**src/rtl/pci_rd_pkg.sv**
```systemverilog
package pci_rd_pkg;

    localparam int BUS_W = 32;
    localparam int BE_W  = 4;

    typedef enum logic [3:0] {
        ST_IDLE = 4'd0,
        ST_LOAD = 4'd1,
        ST_XACT = 4'd2,
        ST_TERM = 4'd3
    } rd_status_e;

    localparam logic [BE_W-1:0] CMD_MEM_READ = 4'b0110;
    localparam logic [1:0]      TERM_NONE    = 2'd0;
    localparam logic [1:0]      TERM_NORMAL  = 2'd1;

    typedef struct packed {
        rd_status_e             status;
        logic                   addr_ph;
        logic                   frame_n;
        logic                   frame_oe;
        logic                   ad_oe;
        logic                   cbe_oe;
        logic [BE_W-1:0]        cbe;
        logic                   irdy_n;
        logic                   irdy_oe;
        logic [BUS_W-1:0]       addr;
        logic [BE_W-1:0]        be;
    } seq_state_t;

endpackage

```
**src/rtl/pci_rd_reqctl.sv**
```systemverilog
module pci_rd_reqctl (
    input  logic clk,
    input  logic rst_n,
    input  logic loc_req,
    input  logic in_load,
    input  logic gnt_n,
    input  logic bus_frame_n,
    input  logic bus_irdy_n,
    output logic req_n,
    output logic go
);
    logic idle_d, idle_q;
    logic req_n_d, req_n_q;

    always_comb begin
        idle_d  = bus_frame_n && bus_irdy_n;
        go      = in_load && !gnt_n && idle_q;
        req_n_d = (in_load && !go) ? 1'b0 : !loc_req;
    end

    always_ff @(posedge clk or negedge rst_n) begin
        if (!rst_n) begin
            idle_q  <= 1'b0;
            req_n_q <= 1'b1;
        end else begin
            idle_q  <= idle_d;
            req_n_q <= req_n_d;
        end
    end

    assign req_n = req_n_q;
endmodule

```
**src/rtl/pci_rd_burstctr.sv**
```systemverilog
module pci_rd_burstctr #(
    parameter int LEN_W = 8
) (
    input  logic             clk,
    input  logic             rst_n,
    input  logic             load,
    input  logic [LEN_W-1:0] load_len,
    input  logic             dec,
    output logic [LEN_W-1:0] count,
    output logic [LEN_W-1:0] rem_after
);
    localparam logic [LEN_W-1:0] ONE = LEN_W'(1);

    logic [LEN_W-1:0] cnt_d, cnt_q;
    logic [LEN_W-1:0] eff_len;

    always_comb begin
        eff_len   = (load_len == '0) ? ONE : load_len;
        rem_after = dec ? (cnt_q - ONE) : cnt_q;
        if (load)
            cnt_d = eff_len;
        else
            cnt_d = rem_after;
    end

    always_ff @(posedge clk or negedge rst_n) begin
        if (!rst_n) cnt_q <= '0;
        else        cnt_q <= cnt_d;
    end

    assign count = cnt_q;
endmodule

```
**src/rtl/pci_rd_rxcap.sv**
```systemverilog
module pci_rd_rxcap #(
    parameter int DATA_W = 32
) (
    input  logic              clk,
    input  logic              rst_n,
    input  logic              complete,
    input  logic              loc_ready,
    input  logic [DATA_W-1:0] ad_i,
    output logic [DATA_W-1:0] rd_data,
    output logic              rd_xfer
);
    logic [DATA_W-1:0] data_d, data_q;
    logic              xfer_d, xfer_q;

    always_comb begin
        data_d = complete ? ad_i : data_q;
        xfer_d = complete && loc_ready;
    end

    always_ff @(posedge clk or negedge rst_n) begin
        if (!rst_n) begin
            data_q <= '0;
            xfer_q <= 1'b0;
        end else begin
            data_q <= data_d;
            xfer_q <= xfer_d;
        end
    end

    assign rd_data = data_q;
    assign rd_xfer = xfer_q;
endmodule

```
**src/rtl/pci_rd_master.sv**
```systemverilog
module pci_rd_master
    import pci_rd_pkg::*;
#(
    parameter int LEN_W = 8
) (
    input  logic             clk,
    input  logic             rst_n,
    input  logic             loc_req,
    input  logic [31:0]      loc_addr,
    input  logic [LEN_W-1:0] loc_len,
    input  logic [3:0]       loc_be,
    input  logic             loc_ready,
    output logic [31:0]      rd_data,
    output logic             rd_xfer,
    output logic [LEN_W-1:0] burst_left,
    output logic [3:0]       status,
    output logic [1:0]       term_code,
    output logic             req_n,
    input  logic             gnt_n,
    input  logic             bus_frame_n,
    input  logic             bus_irdy_n,
    input  logic             trdy_n,
    input  logic             devsel_n,
    input  logic [31:0]      ad_i,
    output logic [31:0]      ad_o,
    output logic             ad_oe,
    output logic [3:0]       cbe_o,
    output logic             cbe_oe,
    output logic             frame_n,
    output logic             frame_oe,
    output logic             irdy_n,
    output logic             irdy_oe
);
    localparam logic [LEN_W-1:0] ONE = LEN_W'(1);

    seq_state_t       st_d, st_q;
    logic             go;
    logic             load;
    logic             complete;
    logic [LEN_W-1:0] rem_after;
    logic [LEN_W-1:0] count;
    logic             in_load;

    assign in_load = (st_q.status == ST_LOAD);

    // data phase completes when both sides are ready and the target claimed
    assign complete = (st_q.status == ST_XACT) && !st_q.addr_ph &&
                      !st_q.irdy_n && !trdy_n && !devsel_n;

    pci_rd_reqctl u_reqctl (
        .clk         (clk),
        .rst_n       (rst_n),
        .loc_req     (loc_req),
        .in_load     (in_load),
        .gnt_n       (gnt_n),
        .bus_frame_n (bus_frame_n),
        .bus_irdy_n  (bus_irdy_n),
        .req_n       (req_n),
        .go          (go)
    );

    pci_rd_burstctr #(.LEN_W(LEN_W)) u_ctr (
        .clk       (clk),
        .rst_n     (rst_n),
        .load      (load),
        .load_len  (loc_len),
        .dec       (complete),
        .count     (count),
        .rem_after (rem_after)
    );

    pci_rd_rxcap #(.DATA_W(BUS_W)) u_rxcap (
        .clk       (clk),
        .rst_n     (rst_n),
        .complete  (complete),
        .loc_ready (loc_ready),
        .ad_i      (ad_i),
        .rd_data   (rd_data),
        .rd_xfer   (rd_xfer)
    );

    always_comb begin
        st_d = st_q;
        load = 1'b0;
        unique case (st_q.status)
            ST_IDLE: begin
                if (loc_req) st_d.status = ST_LOAD;
            end
            ST_LOAD: begin
                if (go) begin
                    load          = 1'b1;
                    st_d.status   = ST_XACT;
                    st_d.addr_ph  = 1'b1;
                    st_d.frame_n  = 1'b0;
                    st_d.frame_oe = 1'b1;
                    st_d.ad_oe    = 1'b1;
                    st_d.cbe      = CMD_MEM_READ;
                    st_d.cbe_oe   = 1'b1;
                    st_d.irdy_n   = 1'b1;
                    st_d.irdy_oe  = 1'b1;
                    st_d.addr     = loc_addr;
                    st_d.be       = loc_be;
                end
            end
            ST_XACT: begin
                st_d.addr_ph = 1'b0;
                st_d.ad_oe   = 1'b0;
                st_d.cbe     = st_q.be;
                if (complete && rem_after == '0) begin
                    st_d.status   = ST_TERM;
                    st_d.frame_n  = 1'b1;
                    st_d.frame_oe = 1'b0;
                    st_d.cbe_oe   = 1'b0;
                    st_d.irdy_n   = 1'b1;
                end else begin
                    // IRDY# holds once asserted; otherwise follows last cycle's ready
                    if (!st_q.irdy_n && !complete)
                        st_d.irdy_n = 1'b0;
                    else
                        st_d.irdy_n = !loc_ready;
                    st_d.frame_n = st_q.frame_n ||
                                   ((rem_after == ONE) && !st_d.irdy_n);
                end
            end
            ST_TERM: begin
                st_d.status  = ST_IDLE;
                st_d.irdy_oe = 1'b0;
                st_d.irdy_n  = 1'b1;
            end
            default: begin
                st_d.status = ST_IDLE;
            end
        endcase
    end

    always_ff @(posedge clk or negedge rst_n) begin
        if (!rst_n) begin
            st_q.status   <= ST_IDLE;
            st_q.addr_ph  <= 1'b0;
            st_q.frame_n  <= 1'b1;
            st_q.frame_oe <= 1'b0;
            st_q.ad_oe    <= 1'b0;
            st_q.cbe_oe   <= 1'b0;
            st_q.cbe      <= '0;
            st_q.irdy_n   <= 1'b1;
            st_q.irdy_oe  <= 1'b0;
            st_q.addr     <= '0;
            st_q.be       <= '0;
        end else begin
            st_q <= st_d;
        end
    end

    assign status     = st_q.status;
    assign term_code  = (st_q.status == ST_TERM) ? TERM_NORMAL : TERM_NONE;
    assign burst_left = count;
    assign ad_o       = st_q.addr;
    assign ad_oe      = st_q.ad_oe;
    assign cbe_o      = st_q.cbe;
    assign cbe_oe     = st_q.cbe_oe;
    assign frame_n    = st_q.frame_n;
    assign frame_oe   = st_q.frame_oe;
    assign irdy_n     = st_q.irdy_n;
    assign irdy_oe    = st_q.irdy_oe;
endmodule

```
**config.mk**
```make
export PLATFORM = sky130hd
export DESIGN_NAME = pci_rd_master
export DESIGN_NICKNAME = d
export VERILOG_FILES = /design/src/rtl/pci_rd_pkg.sv /design/src/rtl/pci_rd_reqctl.sv /design/src/rtl/pci_rd_burstctr.sv /design/src/rtl/pci_rd_rxcap.sv /design/src/rtl/pci_rd_master.sv
export SDC_FILE = /design/constraint.sdc
export NUM_CORES = 1
export LEC_CHECK = 0
export CAP_MARGIN = 30
export CORE_MARGIN = 8
export CORE_UTILIZATION = 57
export CTS_CLUSTER_SIZE = 28
export DETAILED_ROUTE_END_ITERATION = 10
export DONT_BUFFER_PORTS = 1
export PLACE_DENSITY = 0.72
export REMOVE_ABC_BUFFERS = 1
export SYNTH_ARGS = -nofsm -noshare
export SYNTH_HDL_FRONTEND = slang
export SYNTH_SLANG_ARGS = --single-unit
```
**constraint.sdc**
```tcl
create_clock -name clk -period 1.95 [get_ports clk]
set_input_delay 0.39 -clock clk [delete_from_list [all_inputs] [get_ports clk]]
set_output_delay 0.39 -clock clk [all_outputs]
set_load 0.02 [all_outputs]
```
==> impl_metrics.json, run 1 <==
{
  "status": "complete, but fails checks",
  "failed_checks": "negative hold slack, negative setup slack",
  "cts_tree": "built",
  "numCtsBuffers": 9,
  "gp_congestion": 0.841,
  "die_w_um": 102,
  "area_delta_synth_final_pct": 7.68,
  "ant_nets": 0,
  "core_area_um2": 7210,
  "fillers": 610,
  "antenna_found_initial": 0,
  "h-tree-depth": 3,
  "async_flop_share_pct": 100,
  "port_buffers": 0,
  "drt_pass1_iterations": 4,
  "final-max-slew-violation-count": 0,
  "seq_power_share_pct": 53.2,
  "fin_area_um2": 4530,
  "fin_crit_ns": 2.03,
  "ys_types": 51,
  "synthCells": 402,
  "hold_viol": 90,
  "clock_power_share_pct": 21.1,
  "clock_path_buffers": 2,
  "crit_type": "reg2reg",
  "setup_viol": 2,
  "rows": 31,
  "grt_pass1_wl_mm": 15.3,
  "yosysWarnings": 0,
  "max_freq_mhz": 493,
  "crit_path_end_kind": "register",
  "grtUsageMet1_pct": 20.8,
  "die_y_um": 102,
  "cts_root_buffer": "clkbuf_8",
  "placed_area_um2": 4140,
  "crit_arrival_ns": 2.30,
  "ys_seq_area_share_pct": 53.7,
  "path_cells": "inv_2, ha_4, or4b_4, o31a_1, nand3b_4, and4b_1, o21ai_1",
  "clk_latency_ns": 0.35,
  "share_comb_of_total_power_pct": 25.7,
  "grt_pass1_vias": 2908,
  "power_density_nw_per_um2": 1530,
  "grt.busiest_layer": "met2",
  "final_common_cell": "nand2_1",
  "layout-drive-gt1-share_pct": 26.5,
  "fin_cells": 491,
  "syn_avg_cell_area_um2": 10.5,
  "ir_drop_v": 0.000865,
  "drt_wl_total_mm": 10.0,
  "die_area_um2": 10400,
  "vias": 2704,
  "grt_overflow_total": 0,
  "reg2reg_slack_ns": -0.08,
  "hp-class": "in2async",
  "clkTransAtPathRegs_ns": 0.09,
  "cts_sinks": 90,
  "fin_total_pwr_uw": 6900,
  "first_iter_violations": 69,
  "worst_slack_ns": -0.0793,
  "critPathRequiredTime_ns": 2.22,
  "switching_share_pct": 39.6,
  "vias_per_cell": 5.51,
  "cp_max_fo": 5,
  "drv_cap": 0,
  "p_switching_uw": 2730,
  "slowest_delay_ns": 0.51,
  "grt_max_degree": 91,
  "yosys_most_used_dff": "dfrtp_1",
  "met3_usage_pct": 9.60,
  "diodes": 0,
  "ys_seq_elements": 90,
  "p_leak_uw": 0.00213,
  "synth-edff-count": 0,
  "layout_common_cells": "105 x nand2_1, 87 x dfrtp_1, 36 x mux2_2, 28 x buf_4, 18 x nor2_1",
  "drc": 0,
  "ioPinCount": 175,
  "cp_slowest_cell": "or4b_4",
  "worst_hold_slack_ns": -0.272,
  "nNetsFinal": 478,
  "syn_area_um2": 4200,
  "grt.total_usage_pct": 19.3,
  "dp_cells": 467,
  "wire_per_inst_um": 20.4,
  "crit_path_start_kind": "register",
  "finalCritPeriodShare_pct": 104,
  "grt_setup_unrepaired": "yes",
  "p_int_uw": 4170,
  "dpl.hpwl_mm": 7.24,
  "start_util_pct": 58.3,
  "skew_ns": 0.0105,
  "met2_usage_pct": 32.2
}
per-layer routing:
metal	share of wire [%]	vias to the layer above	routed length [um]
li1	-	1260	-
met1	36	1305	3590
met2	50	126	4980
met3	13	13	1280
met4	1.5	0	150
met5	0	-	0
power by group through the flow:
| stage | clock network [uW] | logic [uW] | registers, uW |
|---|---|---|---|
| 2_1_floorplan | 0 | 996 | 3650 |
| 3_3_place_gp | 0 | 1510 | 3700 |
| 3_5_place_dp | 0 | 1590 | 3710 |
| 4_1_cts | 1490 | 1700 | 3690 |
| 5_1_grt | 1560 | 1940 | 3770 |
| 6_report | 1450 | 1770 | 3670 |
registers in the layout (all words and copies together), names as in the netlist, 2 cells and up:
register and count:
u_ctr.count 8, cbe_o 4, ad_o 32, u_rxcap.rd_data 32
st_q 5, status 2
logic make-up (layout without fill, tap and decap cells):
kind of cell / count (synthesis) / in the layout / synth area share [%]
xor gates and xnor gates: 6 / 6 / 1.25
and+or+nand+nor: 156 / 156 / 16.8
adders and majority gates: 6 / 6 / 1.79
buffers and inverters: 65 / 53 / 9.76
muxes: 36 / 36 / 9.65
other: 1 / 3 / 0.0892
AOI/OAI and AO/OA: 42 / 42 / 6.97
DFF: 90 / 90 / 53.7
Yosys cell counts, drive strengths merged (4+ instances only):
master | n | area [um2]
mux2 | 36 | 405
nand2 | 106 | 398
nand3 | 4 | 20.0
ha | 6 | 75.1
nor4 | 5 | 37.5
inv | 6 | 22.5
a21oi | 9 | 45.0
buf | 47 | 343
dfrtp | 87 | 2180
o21ai | 11 | 55.1
nor2 | 19 | 73.8
clkbuf | 12 | 45.0
timing repair:
item                                    4_1_cts  5_1_grt
resized for setup                             8       10
hold endpoints to repair                     90       90
gates cloned                                  0        0
buffers inserted                              4        4
endpoints found under the setup margin        6       31
pin swaps                                     7        5
stage by stage:
step / setup TNS, ns / worst slack (ns) / utilization (%)
2_1_floorplan: -49.95 / -1.01 / -
3_3_place_gp: -0.138 / -0.0708 / 57.4
3_5_place_dp: -0.343 / -0.124 / 57.4
4_1_cts: 0 / 0.000802 / 61.7
5_1_grt: -0.557 / -0.174 / 62.7
6_report: -0.146 / -0.0793 / 62.7
final timing paths:
kind,to,start,depth (start not counted)
min in group clk,u_reqctl.req_n$_DFF_PN1_,loc_req,1
hold reg to reg,st_q[1]$_DFFE_PN0P_,st_q[1]$_DFFE_PN0P_,1
hold / removal,u_rxcap.rd_data[10]$_DFFE_PN0N_,rst_n,0
max in group asynchronous,irdy_n$_DFFE_PN1P_,rst_n,0
setup reg to reg,status[0]$_DFFE_PN0P_,status[0]$_DFFE_PN0P_,7
setup / recovery,status[0]$_DFFE_PN0P_,status[0]$_DFFE_PN0P_,7
critical path, delay by kind of cell, from the launching register on:
kind                     cells  cell delay, ns
AO/OA/AOI/OAI                2            0.39
adder cells (fa/ha/maj)      1            0.14
buffers and inverters        1            0.09
flip-flops                   1            0.40
AND/OR/NAND/NOR              3            0.95
final cells by class:
| type | instances | area (um2) | area share (%) |
|---|---|---|---|
| Clock buffer | 10 | 138 | 3.04 |
| Sequential cell | 90 | 2260 | 49.8 |
| Clock inverter | 6 | 96.3 | 2.13 |
| Inverter | 6 | 22.5 | 0.498 |
| Multi-Input combinational cell | 249 | 1640 | 36.2 |
| Timing Repair Buffer | 31 | 253 | 5.58 |
| Tap cell | 99 | 124 | 2.74 |
No activity file was read; power rests on OpenSTA's default activity.
==> run 2: changes to the inputs <==
--- a/config.mk
+++ b/config.mk
@@ -8,6 +8,7 @@
 export CAP_MARGIN = 30
 export CORE_MARGIN = 8
 export CORE_UTILIZATION = 57
+export CTS_BUF_LIST = sky130_fd_sc_hd__clkbuf_16
 export CTS_CLUSTER_SIZE = 28
 export DETAILED_ROUTE_END_ITERATION = 10
 export DONT_BUFFER_PORTS = 1
==> impl_metrics.json, run 2 (synthesis gave the netlist of run 1 again) <==
{
  "diodes": 0,
  "wire_per_inst_um": 20.8,
  "p_int_uw": 4520,
  "worst_hold_slack_ns": -0.254,
  "cp_max_fo": 5,
  "nNetsFinal": 477,
  "numCtsBuffers": 9,
  "core_area_um2": 7210,
  "dpl.hpwl_mm": 7.24,
  "fillers": 604,
  "timing.rr.start": "status[0]$_DFFE_PN0P_",
  "slowest_delay_ns": 0.39,
  "seq_power_share_pct": 50.4,
  "layout-drive-gt1-share_pct": 25.8,
  "switching_share_pct": 38.2,
  "finalCritPeriodShare_pct": 105,
  "worst_slack_ns": -0.0899,
  "grt.busiest_layer": "met2",
  "drt_pass1_iterations": 4,
  "setup_viol": 3,
  "die_area_um2": 10400,
  "p_switching_uw": 2790,
  "cp_slowest_cell": "dfrtp_1",
  "crit_path_start": "status[0]$_DFFE_PN0P_",
  "clkTransAtPathRegs_ns": 0.06,
  "clock_power_share_pct": 25.5,
  "grtUsageMet1_pct": 20.9,
  "hold_viol": 90,
  "cts_root_buffer": "clkbuf_16",
  "status": "complete, but fails checks",
  "cp-endpoint": "status[0]$_DFFE_PN0P_",
  "max_freq_mhz": 490,
  "reg2reg_to": "status[0]$_DFFE_PN0P_",
  "grt_pass1_vias": 2939,
  "hp-class": "in2async",
  "cts_sinks": 90,
  "met2_usage_pct": 33.1,
  "final-max-slew-violation-count": 0,
  "vias": 2747,
  "failed_checks": "negative hold slack, negative setup slack",
  "vias_per_cell": 5.61,
  "ant_nets": 0,
  "grt_max_degree": 91,
  "h-tree-depth": 3,
  "grt_pass1_wl_mm": 15.6,
  "crit_path_start_kind": "register",
  "start_util_pct": 58.3,
  "area_delta_synth_final_pct": 9.41,
  "gp_congestion": 0.841,
  "path_cells": "inv_2, ha_4, nor3b_4, nand4_1, a311oi_4, and4b_1, o21ai_1",
  "crit_type": "reg2reg",
  "crit_path_end_kind": "register",
  "drc": 0,
  "layout_common_cells": "105 x nand2_1, 87 x dfrtp_1, 36 x mux2_2, 28 x buf_4, 18 x nor2_1",
  "antenna_found_initial": 0,
  "dp_cells": 467,
  "rows": 31,
  "drt_wl_total_mm": 10.2,
  "reg2reg_slack_ns": -0.09,
  "clk_latency_ns": 0.34,
  "fin_crit_ns": 2.04,
  "port_buffers": 0,
  "crit_arrival_ns": 2.25,
  "clock_path_buffers": 2,
  "die_w_um": 102,
  "die_y_um": 102,
  "skew_ns": 0.00503,
  "grt_overflow_total": 0,
  "ioPinCount": 175,
  "cts_tree": "built",
  "drv_cap": 0,
  "fin_cells": 490,
  "ir_drop_v": 0.000834,
  "p_leak_uw": 0.00216,
  "grt_setup_unrepaired": "yes",
  "reg2reg_depth": 7,
  "power_density_nw_per_um2": 1590,
  "final_common_cell": "nand2_1",
  "met3_usage_pct": 10.8,
  "first_iter_violations": 85,
  "share_comb_of_total_power_pct": 24.1,
  "fin_total_pwr_uw": 7310,
  "grt.total_usage_pct": 20.0,
  "critPathRequiredTime_ns": 2.16
}
run 2: stage by stage:
| stage | worst slack [ns] | area (um2) | hold slack [ns] | utilization (%) | TNS, ns |
|---|---|---|---|---|---|
| after floorplan | -1.01 | 3820 | 0.0944 | - | -49.95 |
| after global placement | -0.0708 | 4140 | 0.0965 | 57.4 | -0.138 |
| after detailed placement | -0.124 | 4140 | 0.0964 | 57.4 | -0.343 |
| after CTS | 0.000118 | 4550 | -0.268 | 63.0 | 0 |
| after global routing | -0.226 | 4600 | -0.274 | 63.7 | -0.873 |
| final | -0.0899 | 4600 | -0.254 | 63.7 | -0.232 |
run 2: area by class of cell:
class / count / area [um2] / share of cell area, %
Multi-Input combinational cell: 249 / 1630 / 35.4
Clock inverter: 7 / 100 / 2.18
Inverter: 6 / 22.5 / 0.490
Clock buffer: 9 / 225 / 4.90
Timing Repair Buffer: 30 / 241 / 5.25
Tap cell: 99 / 124 / 2.69
Sequential cell: 90 / 2260 / 49.1
run 2: what timing repair did:
item                                   in CTS  in global routing
cloned                                      0                  0
setup endpoints to repair                   6                 30
resized for setup                           8                  7
buffers inserted                            4                  3
endpoints found under the hold margin      90                 90
pin swaps                                   6                  4
run 2: worst min path at each step:
stage	start	endpoint	slack, ns	cells past startpoint
floorplan	rst_n	ad_o[0]$_DFFE_PN0P_	0.09	0
global placement	rst_n	u_rxcap.rd_data[10]$_DFFE_PN0N_	0.1	0
detailed placement	rst_n	u_rxcap.rd_data[10]$_DFFE_PN0N_	0.1	0
CTS	rst_n	ad_o[10]$_DFFE_PN0P_	-0.27	0
global route	rst_n	ad_o[24]$_DFFE_PN0P_	-0.27	0
finish	rst_n	u_rxcap.rd_data[10]$_DFFE_PN0N_	-0.25	0
run 2: layer usage:
layer  wire length (um)  up-vias
li1                   -     1265
met1               3560     1335
met2               5100      131
met3               1330       16
met4                191        0
met5                  0        -
run 2: critical path: cells and delay by family (launching register included):
kind / cells / cell delay (ns)
compound gates: 2 / 0.47
buf+inv: 1 / 0.09
simple gates: 3 / 0.83
fa+ha+maj: 1 / 0.14
flops: 1 / 0.39
run 2: power groups by stage:
stage	logic, uW	clock network (uW)	registers [uW]
floorplan	996	0	3650
global placement	1510	0	3700
detailed placement	1590	0	3710
CTS	1700	1910	3690
global route	1930	1990	3780
finish	1760	1870	3680
